<file path="src/rtl/hfe_pkg.sv">
package hfe_pkg;

    localparam int HFE_WORD_W = 32;
    localparam logic [1:0] MODE_SHA1   = 2'd1;
    localparam logic [1:0] MODE_SHA256 = 2'd2;

    typedef enum logic [1:0] {
        PH_FILL = 2'd0,
        PH_SEND = 2'd1,
        PH_CALC = 2'd2
    } phase_e;

    function automatic logic [HFE_WORD_W-1:0] hfe_iv(input logic [1:0] mode, input int idx);
        logic [HFE_WORD_W-1:0] v;
        v = '0;
        if (mode == MODE_SHA1) begin
            case (idx)
                0: v = 32'h67452301;
                1: v = 32'hEFCDAB89;
                2: v = 32'h98BADCFE;
                3: v = 32'h10325476;
                4: v = 32'hC3D2E1F0;
                default: v = '0;
            endcase
        end else begin
            case (idx)
                0: v = 32'h6A09E667;
                1: v = 32'hBB67AE85;
                2: v = 32'h3C6EF372;
                3: v = 32'hA54FF53A;
                4: v = 32'h510E527F;
                5: v = 32'h9B05688C;
                6: v = 32'h1F83D9AB;
                7: v = 32'h5BE0CD19;
                default: v = '0;
            endcase
        end
        return v;
    endfunction

endpackage

</file>
<file path="src/rtl/hfe_word_collect.sv">
module hfe_word_collect #(
    parameter int WORD_W    = 32,
    parameter int BLK_WORDS = 16,
    parameter int GRP_WORDS = 8
) (
    input  logic                          clk,
    input  logic                          rst_n,
    input  logic                          clear_i,
    input  logic                          take_i,
    input  logic [$clog2(GRP_WORDS)-1:0]  slot_i,
    input  logic [WORD_W-1:0]             data_i,
    output logic                          slot_ok_o,
    output logic                          last_o,
    output logic [WORD_W*BLK_WORDS-1:0]   block_o
);
    localparam int BLK_W  = WORD_W * BLK_WORDS;
    localparam int CNT_W  = $clog2(BLK_WORDS);
    localparam int SLOT_W = $clog2(GRP_WORDS);

    typedef struct packed {
        logic [CNT_W-1:0] cnt;
        logic [BLK_W-1:0] blk;
    } col_st_t;

    col_st_t st_q, st_d;

    always_comb begin
        st_d      = st_q;
        slot_ok_o = (slot_i == st_q.cnt[SLOT_W-1:0]);
        last_o    = take_i && (st_q.cnt == CNT_W'(BLK_WORDS - 1));
        if (clear_i) begin
            st_d.cnt = '0;
        end else if (take_i) begin
            st_d.blk[st_q.cnt*WORD_W +: WORD_W] = data_i;
            st_d.cnt = last_o ? '0 : st_q.cnt + 1'b1;
        end
    end

    always_ff @(posedge clk or negedge rst_n) begin
        if (!rst_n) begin
            st_q <= '0;
        end else begin
            st_q <= st_d;
        end
    end

    assign block_o = st_q.blk;

    AST_TAKE_IN_ORDER: assert property (@(posedge clk) disable iff (!rst_n)
        take_i |-> slot_ok_o);
    AST_WRAP_AFTER_LAST: assert property (@(posedge clk) disable iff (!rst_n)
        last_o |=> (st_q.cnt == '0));

endmodule

</file>
<file path="src/rtl/hfe_chain_regs.sv">
module hfe_chain_regs
    import hfe_pkg::*;
#(
    parameter int WORD_W     = 32,
    parameter int DIG_WORDS  = 8,
    parameter int SHA1_WORDS = 5
) (
    input  logic                          clk,
    input  logic                          rst_n,
    input  logic                          load_iv_i,
    input  logic [1:0]                    iv_mode_i,
    input  logic                          load_res_i,
    input  logic [WORD_W*DIG_WORDS-1:0]   res_i,
    input  logic [$clog2(DIG_WORDS)-1:0]  rd_idx_i,
    input  logic [1:0]                    rd_mode_i,
    output logic [WORD_W*DIG_WORDS-1:0]   chain_o,
    output logic [WORD_W-1:0]             rd_word_o
);
    localparam int CH_W = WORD_W * DIG_WORDS;

    typedef struct packed {
        logic [CH_W-1:0] chain;
    } ch_st_t;

    ch_st_t st_q, st_d;
    logic [CH_W-1:0] iv_sel;
    logic [CH_W-1:0] iv_rst;

    for (genvar w = 0; w < DIG_WORDS; w++) begin : g_iv
        assign iv_sel[w*WORD_W +: WORD_W] = WORD_W'(hfe_iv(iv_mode_i, w));
        assign iv_rst[w*WORD_W +: WORD_W] = WORD_W'(hfe_iv(MODE_SHA256, w));
    end

    always_comb begin
        st_d = st_q;
        if (load_iv_i) begin
            st_d.chain = iv_sel;
        end else if (load_res_i) begin
            st_d.chain = res_i;
        end
    end

    always_ff @(posedge clk or negedge rst_n) begin
        if (!rst_n) begin
            st_q.chain <= iv_rst;
        end else begin
            st_q <= st_d;
        end
    end

    assign chain_o = st_q.chain;

    always_comb begin
        if ((rd_mode_i == MODE_SHA1) && (int'(rd_idx_i) >= SHA1_WORDS)) begin
            rd_word_o = '0;
        end else begin
            rd_word_o = st_q.chain[rd_idx_i*WORD_W +: WORD_W];
        end
    end

    AST_CHAIN_HOLD: assert property (@(posedge clk) disable iff (!rst_n)
        (!load_iv_i && !load_res_i) |=> $stable(st_q.chain));
    AST_RES_CAPTURE: assert property (@(posedge clk) disable iff (!rst_n)
        (load_res_i && !load_iv_i) |=> (st_q.chain == $past(res_i)));

endmodule

</file>
<file path="src/rtl/hfe_frontend.sv">
module hfe_frontend
    import hfe_pkg::*;
#(
    parameter int WORD_W    = HFE_WORD_W,
    parameter int BLK_WORDS = 16,
    parameter int GRP_WORDS = 8,
    parameter int DIG_WORDS = 8,
    parameter int ADDR_W    = 5
) (
    input  logic                        clk,
    input  logic                        rst_n,
    input  logic                        wr_en,
    input  logic [ADDR_W-1:0]           wr_addr,
    input  logic [WORD_W-1:0]           wr_data,
    input  logic [ADDR_W-1:0]           rd_addr,
    output logic [WORD_W-1:0]           rd_data,
    output logic                        blk_valid,
    input  logic                        blk_ready,
    output logic [WORD_W*BLK_WORDS-1:0] blk_words,
    output logic [WORD_W*DIG_WORDS-1:0] blk_chain,
    output logic [1:0]                  blk_mode,
    input  logic                        res_valid,
    input  logic [WORD_W*DIG_WORDS-1:0] res_chain
);
    localparam int SLOT_W      = $clog2(GRP_WORDS);
    localparam int DIG_IDX_W   = $clog2(DIG_WORDS);
    localparam int A_CTRL      = 0;
    localparam int A_STAT      = 1;
    localparam int A_DATA      = 2;
    localparam int A_DATA_LAST = A_DATA + GRP_WORDS - 1;
    localparam int A_DIG0      = A_DATA + GRP_WORDS;
    localparam int A_DIG_LAST  = A_DIG0 + DIG_WORDS - 1;
    localparam int NEW_BIT     = 4;
    localparam int SHA1_WORDS  = 5;

    typedef struct packed {
        phase_e     phase;
        logic [1:0] mode;
        logic       dig;
        logic       err;
    } fe_st_t;

    fe_st_t st_q, st_d;

    logic                 is_ctrl, is_data, filling, mode_ok;
    logic                 ctrl_ok, new_go, take, err_set;
    logic                 slot_ok, last_word;
    logic [SLOT_W-1:0]    wr_slot;
    logic [DIG_IDX_W-1:0] rd_idx;
    logic [WORD_W-1:0]    dig_word;

    assign wr_slot = SLOT_W'(wr_addr - ADDR_W'(A_DATA));
    assign rd_idx  = DIG_IDX_W'(rd_addr - ADDR_W'(A_DIG0));

    hfe_word_collect #(
        .WORD_W    (WORD_W),
        .BLK_WORDS (BLK_WORDS),
        .GRP_WORDS (GRP_WORDS)
    ) u_collect (
        .clk       (clk),
        .rst_n     (rst_n),
        .clear_i   (new_go),
        .take_i    (take),
        .slot_i    (wr_slot),
        .data_i    (wr_data),
        .slot_ok_o (slot_ok),
        .last_o    (last_word),
        .block_o   (blk_words)
    );

    hfe_chain_regs #(
        .WORD_W     (WORD_W),
        .DIG_WORDS  (DIG_WORDS),
        .SHA1_WORDS (SHA1_WORDS)
    ) u_chain (
        .clk        (clk),
        .rst_n      (rst_n),
        .load_iv_i  (new_go),
        .iv_mode_i  (wr_data[1:0]),
        .load_res_i ((st_q.phase == PH_CALC) && res_valid),
        .res_i      (res_chain),
        .rd_idx_i   (rd_idx),
        .rd_mode_i  (st_q.mode),
        .chain_o    (blk_chain),
        .rd_word_o  (dig_word)
    );

    always_comb begin
        is_ctrl = wr_en && (wr_addr == ADDR_W'(A_CTRL));
        is_data = wr_en && (wr_addr >= ADDR_W'(A_DATA)) && (wr_addr <= ADDR_W'(A_DATA_LAST));
        filling = (st_q.phase == PH_FILL);
        mode_ok = (wr_data[1:0] == MODE_SHA1) || (wr_data[1:0] == MODE_SHA256);
        ctrl_ok = is_ctrl && filling && mode_ok;
        new_go  = ctrl_ok && wr_data[NEW_BIT];
        take    = is_data && filling && slot_ok;
        err_set = (is_ctrl && !(filling && mode_ok)) || (is_data && !(filling && slot_ok));

        st_d = st_q;
        if (ctrl_ok) begin
            st_d.mode = wr_data[1:0];
        end
        if (take) begin
            st_d.dig = 1'b0;
        end
        if (new_go) begin
            st_d.dig = 1'b0;
            st_d.err = 1'b0;
        end else if (err_set) begin
            st_d.err = 1'b1;
        end
        case (st_q.phase)
            PH_FILL: if (last_word) st_d.phase = PH_SEND;
            PH_SEND: if (blk_ready) st_d.phase = PH_CALC;
            PH_CALC: if (res_valid) begin
                st_d.phase = PH_FILL;
                st_d.dig   = 1'b1;
            end
            default: st_d.phase = PH_FILL;
        endcase
    end

    always_ff @(posedge clk or negedge rst_n) begin
        if (!rst_n) begin
            st_q.phase <= PH_FILL;
            st_q.mode  <= MODE_SHA256;
            st_q.dig   <= 1'b0;
            st_q.err   <= 1'b0;
        end else begin
            st_q <= st_d;
        end
    end

    assign blk_valid = (st_q.phase == PH_SEND);
    assign blk_mode  = st_q.mode;

    always_comb begin
        rd_data = '0;
        if (rd_addr == ADDR_W'(A_CTRL)) begin
            rd_data[1:0] = st_q.mode;
        end else if (rd_addr == ADDR_W'(A_STAT)) begin
            rd_data[0] = filling;
            rd_data[1] = st_q.dig;
            rd_data[2] = st_q.err;
        end else if ((rd_addr >= ADDR_W'(A_DIG0)) && (rd_addr <= ADDR_W'(A_DIG_LAST))) begin
            rd_data = dig_word;
        end
    end

    AST_VALID_HOLD: assert property (@(posedge clk) disable iff (!rst_n)
        (blk_valid && !blk_ready) |=> (blk_valid && $stable(blk_words) && $stable(blk_chain)));
    AST_BUSY_WRITE_ERR: assert property (@(posedge clk) disable iff (!rst_n)
        (wr_en && (wr_addr == ADDR_W'(A_DATA)) && blk_valid) |=> st_q.err);
    AST_BAD_MODE: assert property (@(posedge clk) disable iff (!rst_n)
        (is_ctrl && filling && !mode_ok) |=> (st_q.err && $stable(st_q.mode)));
    AST_DIG_CLEAR: assert property (@(posedge clk) disable iff (!rst_n)
        take |=> !st_q.dig);
    AST_ERR_STICKY: assert property (@(posedge clk) disable iff (!rst_n)
        (st_q.err && !new_go) |=> st_q.err);
    AST_RESULT_DONE: assert property (@(posedge clk) disable iff (!rst_n)
        ((st_q.phase == PH_CALC) && res_valid) |=> (st_q.dig && (st_q.phase == PH_FILL)));

endmodule

</file>
<file path="config.mk">
export PLATFORM = sky130hd
export DESIGN_NAME = hfe_frontend
export DESIGN_NICKNAME = d
export VERILOG_FILES = /design/src/rtl/hfe_pkg.sv /design/src/rtl/hfe_word_collect.sv /design/src/rtl/hfe_chain_regs.sv /design/src/rtl/hfe_frontend.sv
export SDC_FILE = /design/constraint.sdc
export NUM_CORES = 1
export LEC_CHECK = 0
export ABC_AREA = 1
export BUFFER_PORTS_ARGS = -buffer_cell sky130_fd_sc_hd__buf_2
export CAP_MARGIN = 20
export CELL_PAD_IN_SITES_DETAIL_PLACEMENT = 1
export CELL_PAD_IN_SITES_GLOBAL_PLACEMENT = 2
export CORE_AREA = 2 2 434 436
export DETAILED_ROUTE_END_ITERATION = 10
export DIE_AREA = 0 0 436 438
export PLACE_DENSITY = 0.62
export SLEW_MARGIN = 15
export SYNTH_ARGS = -nofsm -noshare
export SYNTH_HDL_FRONTEND = slang
export SYNTH_SLANG_ARGS = --single-unit
</file>
<file path="constraint.sdc">
create_clock -name clk -period 3.7 [get_ports clk]
set_clock_uncertainty 0.15 [all_clocks]
set_input_delay 0.74 -clock clk [delete_from_list [all_inputs] [get_ports clk]]
set_output_delay 0.74 -clock clk [all_outputs]
set_load 0.01 [all_outputs]
</file>
# Word-level counts from Yosys, hierarchy flattened
# Index checks and enable logic that the tools add are counted.
word_totals:
  regBits: 778
  in_bits: 303
  output_inout_bits: 803
  wordCells: 89
op_classes:
  n_addsub: 4
  n_lt_le_gt_ge: 5
  n_eq_ne: 11
  shifts: 3
  n_mux: 30
  bitwise: 1
  reduce_logical: 28
op_table:
  columns: ["op", "n"]
  rows:
  - ["$mux 516", 1]
  - ["$bwmux 512", 1]
  - ["$mux 256", 2]
  - ["$shift 32x34->512 const A", 1]
  - ["$shiftx 32x34->512", 1]
  - ["$shiftx 256x9->32", 1]
  - ["$mux 32", 6]
  - ["$mux 31", 2]
  - ["$mux 29", 2]
  - ["$neg 9->34", 1]
  - ["$mux 30", 1]
  - ["$mux 28", 1]
  - ["$logic_and 1x1->1", 16]
  - ["$logic_not 5->1", 2]
  - ["$mux 2", 4]
  - ["$mux 4", 2]
  - ["$eq 2x1->1 const B", 3]
  - ["$mux 1", 6]
  - ["$pmux 2 s3", 1]
  - ["$reduce_bool 2->1", 3]
  - ["$sub 3x2->3 const B", 2]
  - ["$eq 5x1->1 const B", 1]
  - ["$ge 5x2->1 const B", 1]
  - ["$ge 5x4->1 const B", 1]
  - ["other kinds (16)", 20]

# Longest topological paths before layout
# Gate-level depths: netlist of run 1.
depth:
  ltp_word: 9
  depth_mapped: 13
  mapped_depth_nobuf: 11

# Modules after synthesis
# A second synthesis of run 1 with hierarchy kept.
unflattened:
  cells_unflattened: 5029
  hier_area_um2: 40691.5
modules_own_cells:
  columns: ["module", "n_inst", "cells_per_inst", "area_each_um2", "seq_area_each_um2"]
  rows:
  - ["hfe_word_collect", 1, 3251, 27037.2, 12912.4]
  - ["hfe_chain_regs", 1, 1624, 12752.2, 6576.3]
  - ["hfe_frontend", 1, 154, 902.1, 151.4]

# Worst setup path before layout of run 1
# OpenSTA, ideal clock, no wires.
synth_path:
  kind: "input to output"
  from: "input rd_addr[1]"
  to: "output rd_data[20]"
  arrival_time_ns: 2.245
  t_required_ns: 2.810
  path_slack_ns: 0.565
  path_stages: 12
  n_path_buf: 2
  path_cell_list: "inv_1 ha_1 inv_1 nand2_1 nand2_1 nand3b_1 nand2_1 nor2_1 inv_1 buf_2 buf_2 nor2_1"
synth_via:
  elab_chain_len: 7
  elab_cells_between_ends: 13
  cone_classes: "add/sub: 1; order compare: 3; eq/ne: 1; shift: 1; mux: 4; reduce/logical: 3"
synth_rtl:
  columns: ["item", "line_no", "text"]
  rows:
  - ["from (decl)", "hfe_frontend.sv:15", "input logic [ADDR_W-1:0] rd_addr,"]
  - ["parallel branches: the longest is 6 deep, another holds $sub 3x2->3", null, null]
  - ["$mux 30 *", "hfe_frontend.sv:138", "if (rd_addr == ADDR_W'(A_CTRL)) begin"]
  - ["to (decl)", "hfe_frontend.sv:16", "output logic [WORD_W-1:0] rd_data,"]
# Mark *: on every way between the ends.

# Worst setup path in the final report of run 1
layout_path:
  from: "input rd_addr[1]"
  to: "output rd_data[5]"
# The elaborated chain is that of the path after synthesis.

==> metrics.md, run 1 <==
| Metric | Value |
|---|---|
| Worst Reg2Reg Path Length in Cells | 8 |
| GRT Total Usage | 27.4% |
| Share of layout cells above drive strength 1 | about a quarter |
| Critical path required time | roughly 2.8 ns |
| Die height | 438 um |
| Synth warn | 0 |
| Num CTS Buffers | 103 |
| Main combinational cell family by area after synthesis | simple AND/OR/NAND/NOR gates |
| Synth Area in XOR/XNOR | less than 1% |
| Hpwl dp | 202000 um |
| ANT nets after route | 0 |
| Drt total wl | 270000 um |
| Fmax | approximately 280 MHz |
| Tcrit/Tclk final | 95.9% |
| CTS root buf | clkbuf_16 |
| Hold Path End | u_chain.chain_o[25] |
| Vias in the first global route | 42792 |
| Reg power frac | a little under a third |
| Synth unique cells | 36 |
| Initial antenna violation count | 79 |
| DR vias | ~43000 |
| Worst setup SP type | input pin |
| Power per cell area | about 630 nW/um^2 |
| Worst-path maximum fanout | 14 |
| Cell internal pwr | 18.0 mW |
| First-pass iteration count of the detailed router | 7 |
| Net Sw Power | ~15 mW |
| Max Root-Sink Buffers | 3 |
| Most instantiated cells after synthesis | 1422 x nand2_1, 641 x dfrtp_1, 559 x inv_1 |
| H-tree levels | 3 |
| Overall power | 33.0 mW |
| Die W | around 440 um |
| First-pass GRT wire length | approximately 370000 um |
| Top cells by area, synth | dfrtp_1 37%, nand2_1 12%, buf_4 8.8% |
| Synth Flop Type | dfrtp_1 |
| Yosys reg bits | 778 |
| Pins Over Slew Limit | 0 |
| Final TNS setup | 0 ns |
| Sequential area share after synthesis | 44.8% |
| Clock share of power | roughly a third |
| TritonCTS clock tree | yes |
| Relative slew slack | 38.6% |
| Origin of the critical flop-to-flop path | u_collect.st_q[513] |
| Dominant cell type by area after synthesis | dfrtp_1 |
| Top-Level Pins | about 1100 |
| Net Sw Frac | 45.4% |
| Hold path cells | 3 |
| Drt drc | 0 |
| CTS clk-pin slew, worst paths | 0.06 ns |
| Post-DR vias/cell | 4.86 |
| Minimum clock period | roughly 3.5 ns |
| WL/cell | 30.6 um |
| Syn Area/Cell | around 7.6 um^2 |
| Mux contribution to synthesized area | 0% |
| Worst ir drop on vdd | 813 uV |
| Top cell type's share of synthesized area | 36.6% |
| Hold Path Class | input pin to flip-flop |
| Initial Util | 23.5% |
| Clock latency at the later pin of the worst-skew pair | roughly 0.75 ns |
| R2r setup slk | 0.45 ns |
| Post-Syn Nets | between 6000 and 7000 |
| Area Growth Syn to Fin | 19.8% |
| DR iter-0 viols | 3537 |
| Post-Synth Simple-Gate Area | 28.8% |
| RSZ-0062 raised after global routing | false |
| Grt ovf | 0 |
| Crit Path Category | input pin to output pin |
| Setup-failing EPs final | 0 |
| Placement Rows | approximately 160 |
| Asr flop ratio synth | 100% |
| Fin nets | 6498 |
| Critical path capture point type | output pin |
| Status | completed |
| MaxCap Viol Count | 0 |
| Port bufs | 1105 |
| Gpl congestion | 0.951 |
| Synth Instances | roughly 5800 |
| Worst Max-Slew Pin Slew | between 0.9 and 1 ns |
| Hold_sp | res_chain[25] |
| Critical Path AT | 2.66 ns |
| Total die area | 191000 um^2 |
| Logic gate share of total power | between 30 and 40% |
| Post CTS Setup Buffer Count | 0 |
| Pin count of the biggest net entering global routing | 110 |
| Core footprint | 187000 um^2 |
| Most numerous cell in the Yosys netlist | nand2_1 |
| Post-synthesis adder-cell area fraction | less than 1% |
| Post-Syn Area | 43800 um^2 |
| Synth Area in Compound Gates | 8.09% |
| Hold Fails Final Rpt | 0 |
| Post-synth EDFFs | 0 |
| Number of clock sinks | 778 |
| Lkg Pwr | around 27 nW |
[repair_timing]
item | CTS | global route
resized for setup | 1 | 3
gates cloned | 0 | 0
hold buffers | 1 | 0
endpoints found under the setup margin | 1 | 4
endpoints found under the hold margin | 12 | 0
[final cells by class]
class	count	area (um^2)
fill	22729	134000
sequential	778	19600
multi-input combinational	3442	16500
timing repair buffer	1288	7360
clock buffer	163	3220
tap	2495	3120
inverter	573	2190
clock inverter	28	345
antenna	36	90.1
[stage by stage]
step | hold WS (ns) | area, um^2 | std cells | util, % | setup slack (ns)
final | 0.0900 | 52500 | 8803 | 28.1 | 0.151
after global routing | 0.0794 | 52400 | 8780 | 28.1 | 0.0425
after CTS | 0.0145 | 52400 | 8766 | 28.1 | 0.0689
after detailed placement | 0.311 | 48800 | 8574 | 26.1 | -0.0307
after global placement | 0.308 | 48800 | 8574 | 26.1 | -0.0102
after floorplan | 0.292 | 43800 | 5752 | - | 0.565
[per-layer routing]
metal / vias to the layer above / wire length (um) / global-route usage (%)
met5: - / 144 / 0
met4: 20 / 14100 / 13.6
met3: 420 / 15200 / 4.87
li1: 18925 / - / -
met2: 1493 / 120000 / 41.6
met1: 21960 / 121000 / 37.4
[critical path, cell delays in order]
cell      delay, ns
buf_2          0.21
inv_1          0.12
ha_1           0.32
inv_1          0.06
nand2_1        0.06
nand2_1        0.05
nand3b_1       0.08
nand2_1        0.06
nor2_1         0.22
inv_1          0.08
buf_4          0.20
buf_4          0.19
nor2_1         0.11
buf_2          0.14
[power groups by stage]
stage	logic, mW	clock network, mW	registers [mW]
6_report	11.9	10.8	10.3
5_1_grt	12.6	11.4	10.3
4_1_cts	11.9	11.1	10.2
3_5_place_dp	11.9	0	10.4
3_3_place_gp	11.8	0	10.4
2_1_floorplan	6.23	0	10.0
[kinds of logic after synthesis]
kind of cell	count (synthesis)
adders and majority gates	9
xor gates and xnor gates	5
AOI/OAI and AO/OA	562
buffers and inverters	1532
and+or+nand+nor	2866
DFF	778
[placed cells by master (no fill, tap or decap), types with 12 or more instances in the layout]
master,count
buf_4,148
inv_1,558
dfstp_2,137
diode_2,36
nor2_1,295
a21oi_1,91
clkbuf_16,110
o2111ai_1,12
nand3_1,500
nand4_1,153
o221ai_1,25
nor2_2,12
clkbuf_8,27
o21bai_1,224
nand2_1,1418
or2_2,16
buf_12,33
nor3_1,336
nor3b_1,16
nor4_1,94
clkinv_2,14
dfrtp_1,639
o21ai_0,195
buf_2,1103
clkbuf_1,26
[how the worst max path moves through the flow]
stage                     from          end  slack, ns  depth (start not counted)
floorplan           rd_addr[1]  rd_data[20]       0.56                         12
global placement    rd_addr[1]  rd_data[21]      -0.01                         10
detailed placement  rd_addr[1]  rd_data[21]      -0.03                         10
CTS                 rd_addr[1]  rd_data[21]       0.07                         13
global route        rd_addr[1]  rd_data[29]       0.04                         14
finish              rd_addr[1]   rd_data[5]       0.15                         14
Note: power is estimated with default switching activity, not from simulation.
==> run 2, diff against run 1 <==
PLACE_DENSITY = 0.66   (was 0.62)
==> metrics.md, run 2 (same netlist as run 1, synthesis figures left out) <==
| Metric | Value |
|---|---|
| Status | finished, violations left (was completed) |
| Failing checks | negative setup slack |
| Pin count of the biggest net entering global routing | 102 (was 110) |
| Min Hold Slack | 0.0956 ns (was 0.0900 ns) |
| Share of layout cells above drive strength 1 | 26.5% (about the same) |
| Cts repair resizes | 0 (was 1) |
| Worst setup SP type | input pin (unchanged) |
| Setup-failing EPs final | 1 (was 0) |
| TritonCTS clock tree | yes (unchanged) |
| CTS clk-pin slew, worst paths | 0.06 ns (about the same) |
| Die height | 438 um (unchanged) |
| DR iter-0 viols | 3120 (was 3537) |
| Pins Over Slew Limit | 0 (unchanged) |
| Setup WS post-layout | -0.000300 ns (was 0.151 ns) |
| Post-DR vias/cell | 4.89 (was 4.86) |
| First-pass GRT wire length | 365000 um (was 369000 um) |
| Fin nets | 6509 (was 6498) |
| Num CTS Buffers | 102 (was 103) |
| Commonest non-fill, non-tap cell in the layout | nand2_1 (unchanged) |
| Gpl congestion | 0.973 (was 0.951) |
| CTS root buf | clkbuf_16 (unchanged) |
| Minimum clock period | 3.70 ns (was 3.55 ns) |
| MaxCap Viol Count | 0 (unchanged) |
| Final TNS setup | -0.000300 ns (was 0 ns) |
| Reg power frac | 31.6% (was 31.1%) |
| Net Sw Frac | 45.7% (was 45.4%) |
| Hold Path Class | input pin to flip-flop (unchanged) |
| Relative slew slack | 33.6% (was 38.6%) |
| CP max-delay cell | o21ai_0 (was ha_1) |
| Worst-path maximum fanout | 21 (was 14) |
| Lkg Pwr | 27.0 nW (about the same) |
| Critical Path AT | 2.81 ns (was 2.66 ns) |
| Critical path required time | 2.81 ns (about the same) |
| RSZ-0062 raised after global routing | false (unchanged) |
| Worst ir drop on vdd | 860 uV (was 813 uV) |
| Area Growth Syn to Fin | 19.7% (was 19.8%) |
| DR vias | 43105 (was 42818) |
| Hold Fails Final Rpt | 0 (unchanged) |
| Number of clock sinks | 778 (unchanged) |
| Vias in the first global route | 43522 (was 42792) |
| Max Root-Sink Buffers | 3 (unchanged) |
| Cell internal pwr | 17.7 mW (was 18.0 mW) |
| GRT Total Usage | 27.0% (was 27.4%) |
| Worst Reg2Reg Path Length in Cells | 8 (unchanged) |
| Tcrit/Tclk final | 100% (was 95.9%) |
| Power per cell area | 621 nW/um^2 (was 628 nW/um^2) |
| Grt ovf | 0 (unchanged) |
| Clock latency at the later pin of the worst-skew pair | 0.74 ns (was 0.75 ns) |
| Hpwl dp | 200000 um (was 202000 um) |
| Critical path capture point type | output pin (unchanged) |
| Hold path cells | 3 (unchanged) |
| Net Sw Power | 14.9 mW (was 15.0 mW) |
| Top-Level Pins | 1106 (unchanged) |
| Die W | 436 um (unchanged) |
| First-pass iteration count of the detailed router | 5 (was 7) |
| Clock share of power | 31.9% (was 32.8%) |
| Worst-path cell chain | buf_2 -> buf_4 -> nor2_1 -> o21ai_0 -> o221ai_1 -> nand2_1 -> nand2_1 -> nor2_1 -> buf_2 (was buf_2 -> inv_1 -> ha_1 -> inv_1 -> nand2_1 -> nand2_1 -> nand3b_1 -> nand2_1 -> nor2_1 -> inv_1 -> buf_4 -> buf_4 -> nor2_1 -> buf_2) |
| Drt drc | 0 (unchanged) |
| Total die area | 191000 um^2 (unchanged) |
| Core footprint | 187000 um^2 (unchanged) |
| Largest stage delay on the critical path | 0.64 ns (was 0.32 ns) |
| Worst Max-Slew Pin Slew | 0.995 ns (was 0.921 ns) |
| Port bufs | 1105 (unchanged) |
| ANT nets after route | 0 (unchanged) |
| Initial Util | 23.5% (unchanged) |
| Initial antenna violation count | 72 (was 79) |
| Most frequent cells in the layout | 1417 x nand2_1, 1103 x buf_2, 639 x dfrtp_1, 558 x inv_1, 500 x nand3_1 (was 1418 x nand2_1, 1103 x buf_2, 639 x dfrtp_1, 558 x inv_1, 500 x nand3_1) |
| Logic gate share of total power | 36.5% (was 36.1%) |
| Fmax | 270 MHz (was 282 MHz) |
| WL/cell | 30.1 um (was 30.6 um) |
| Placement Rows | 159 (unchanged) |
| Crit Path Category | input pin to output pin (unchanged) |
| Drt total wl | 265000 um (was 270000 um) |
| H-tree levels | 3 (unchanged) |
## run 2: metrics by stage
step                utilization [%]  power, mW  instance area (um^2)  setup slack (ns)  cells
CTS                            28.1       32.8                 52400            0.0961   8778
global placement               26.2       22.2                 48900             0.110   8586
detailed placement             26.2       22.3                 48900             0.106   8587
finish                         28.1       32.6                 52400         -0.000300   8809
global route                   28.1       33.8                 52400            0.0300   8794
floorplan                         -       16.2                 43800             0.565   5752
## run 2: path summary, 6_finish.rpt
check                      slack, ns                   end                start
max                          -0.0003           rd_data[12]           rd_addr[0]
min                              0.1  u_chain.chain_o[108]       res_chain[108]
max reg2reg                     0.43             flip-flop  u_collect.st_q[512]
min reg2reg                     0.32             flip-flop            flip-flop
max in group asynchronous       1.78  u_chain.chain_o[166]                rst_n
min in group asynchronous       0.41   u_chain.chain_o[38]                rst_n
## run 2: power groups by stage
stage	Clock [mW]	Sequential (mW)	Combinational (mW)
finish	10.4	10.3	11.9
global route	11.0	10.3	12.6
CTS	10.7	10.3	11.9
detailed placement	0	10.4	11.9
global placement	0	10.4	11.8
floorplan	0	10.0	6.23
## run 2: metal layers
| layer | up-vias | GRT usage, % | share of wire (%) |
|---|---|---|---|
| li1 | 18938 | - | - |
| met1 | 22157 | 35.9 | 44 |
| met2 | 1523 | 41.0 | 44 |
| met3 | 449 | 5.12 | 5.8 |
| met4 | 38 | 15.3 | 6.1 |
| met5 | - | 0 | 0.082 |
## run 2: final cells by class
class,count,area (um^2)
fill,22705,134000
sequential,778,19600
multi-input combinational,3442,16500
timing repair buffer,1300,7460
clock buffer,168,3140
tap,2495,3120
inverter,573,2190
clock inverter,22,285
antenna,31,77.6
## run 2: critical path: cells and delay by family
family          cells  cell delay (ns)
simple gates        4             0.39
compound gates      2             0.89
buf+inv             3             0.77
## run 2: repair_timing
| action | CTS | global route |
|---|---|---|
| hold buffers | 1 | 0 |
| setup endpoints to repair | 0 | 0 |
| setup buffers | 0 | 0 |
| hold endpoints to repair | 8 | 0 |
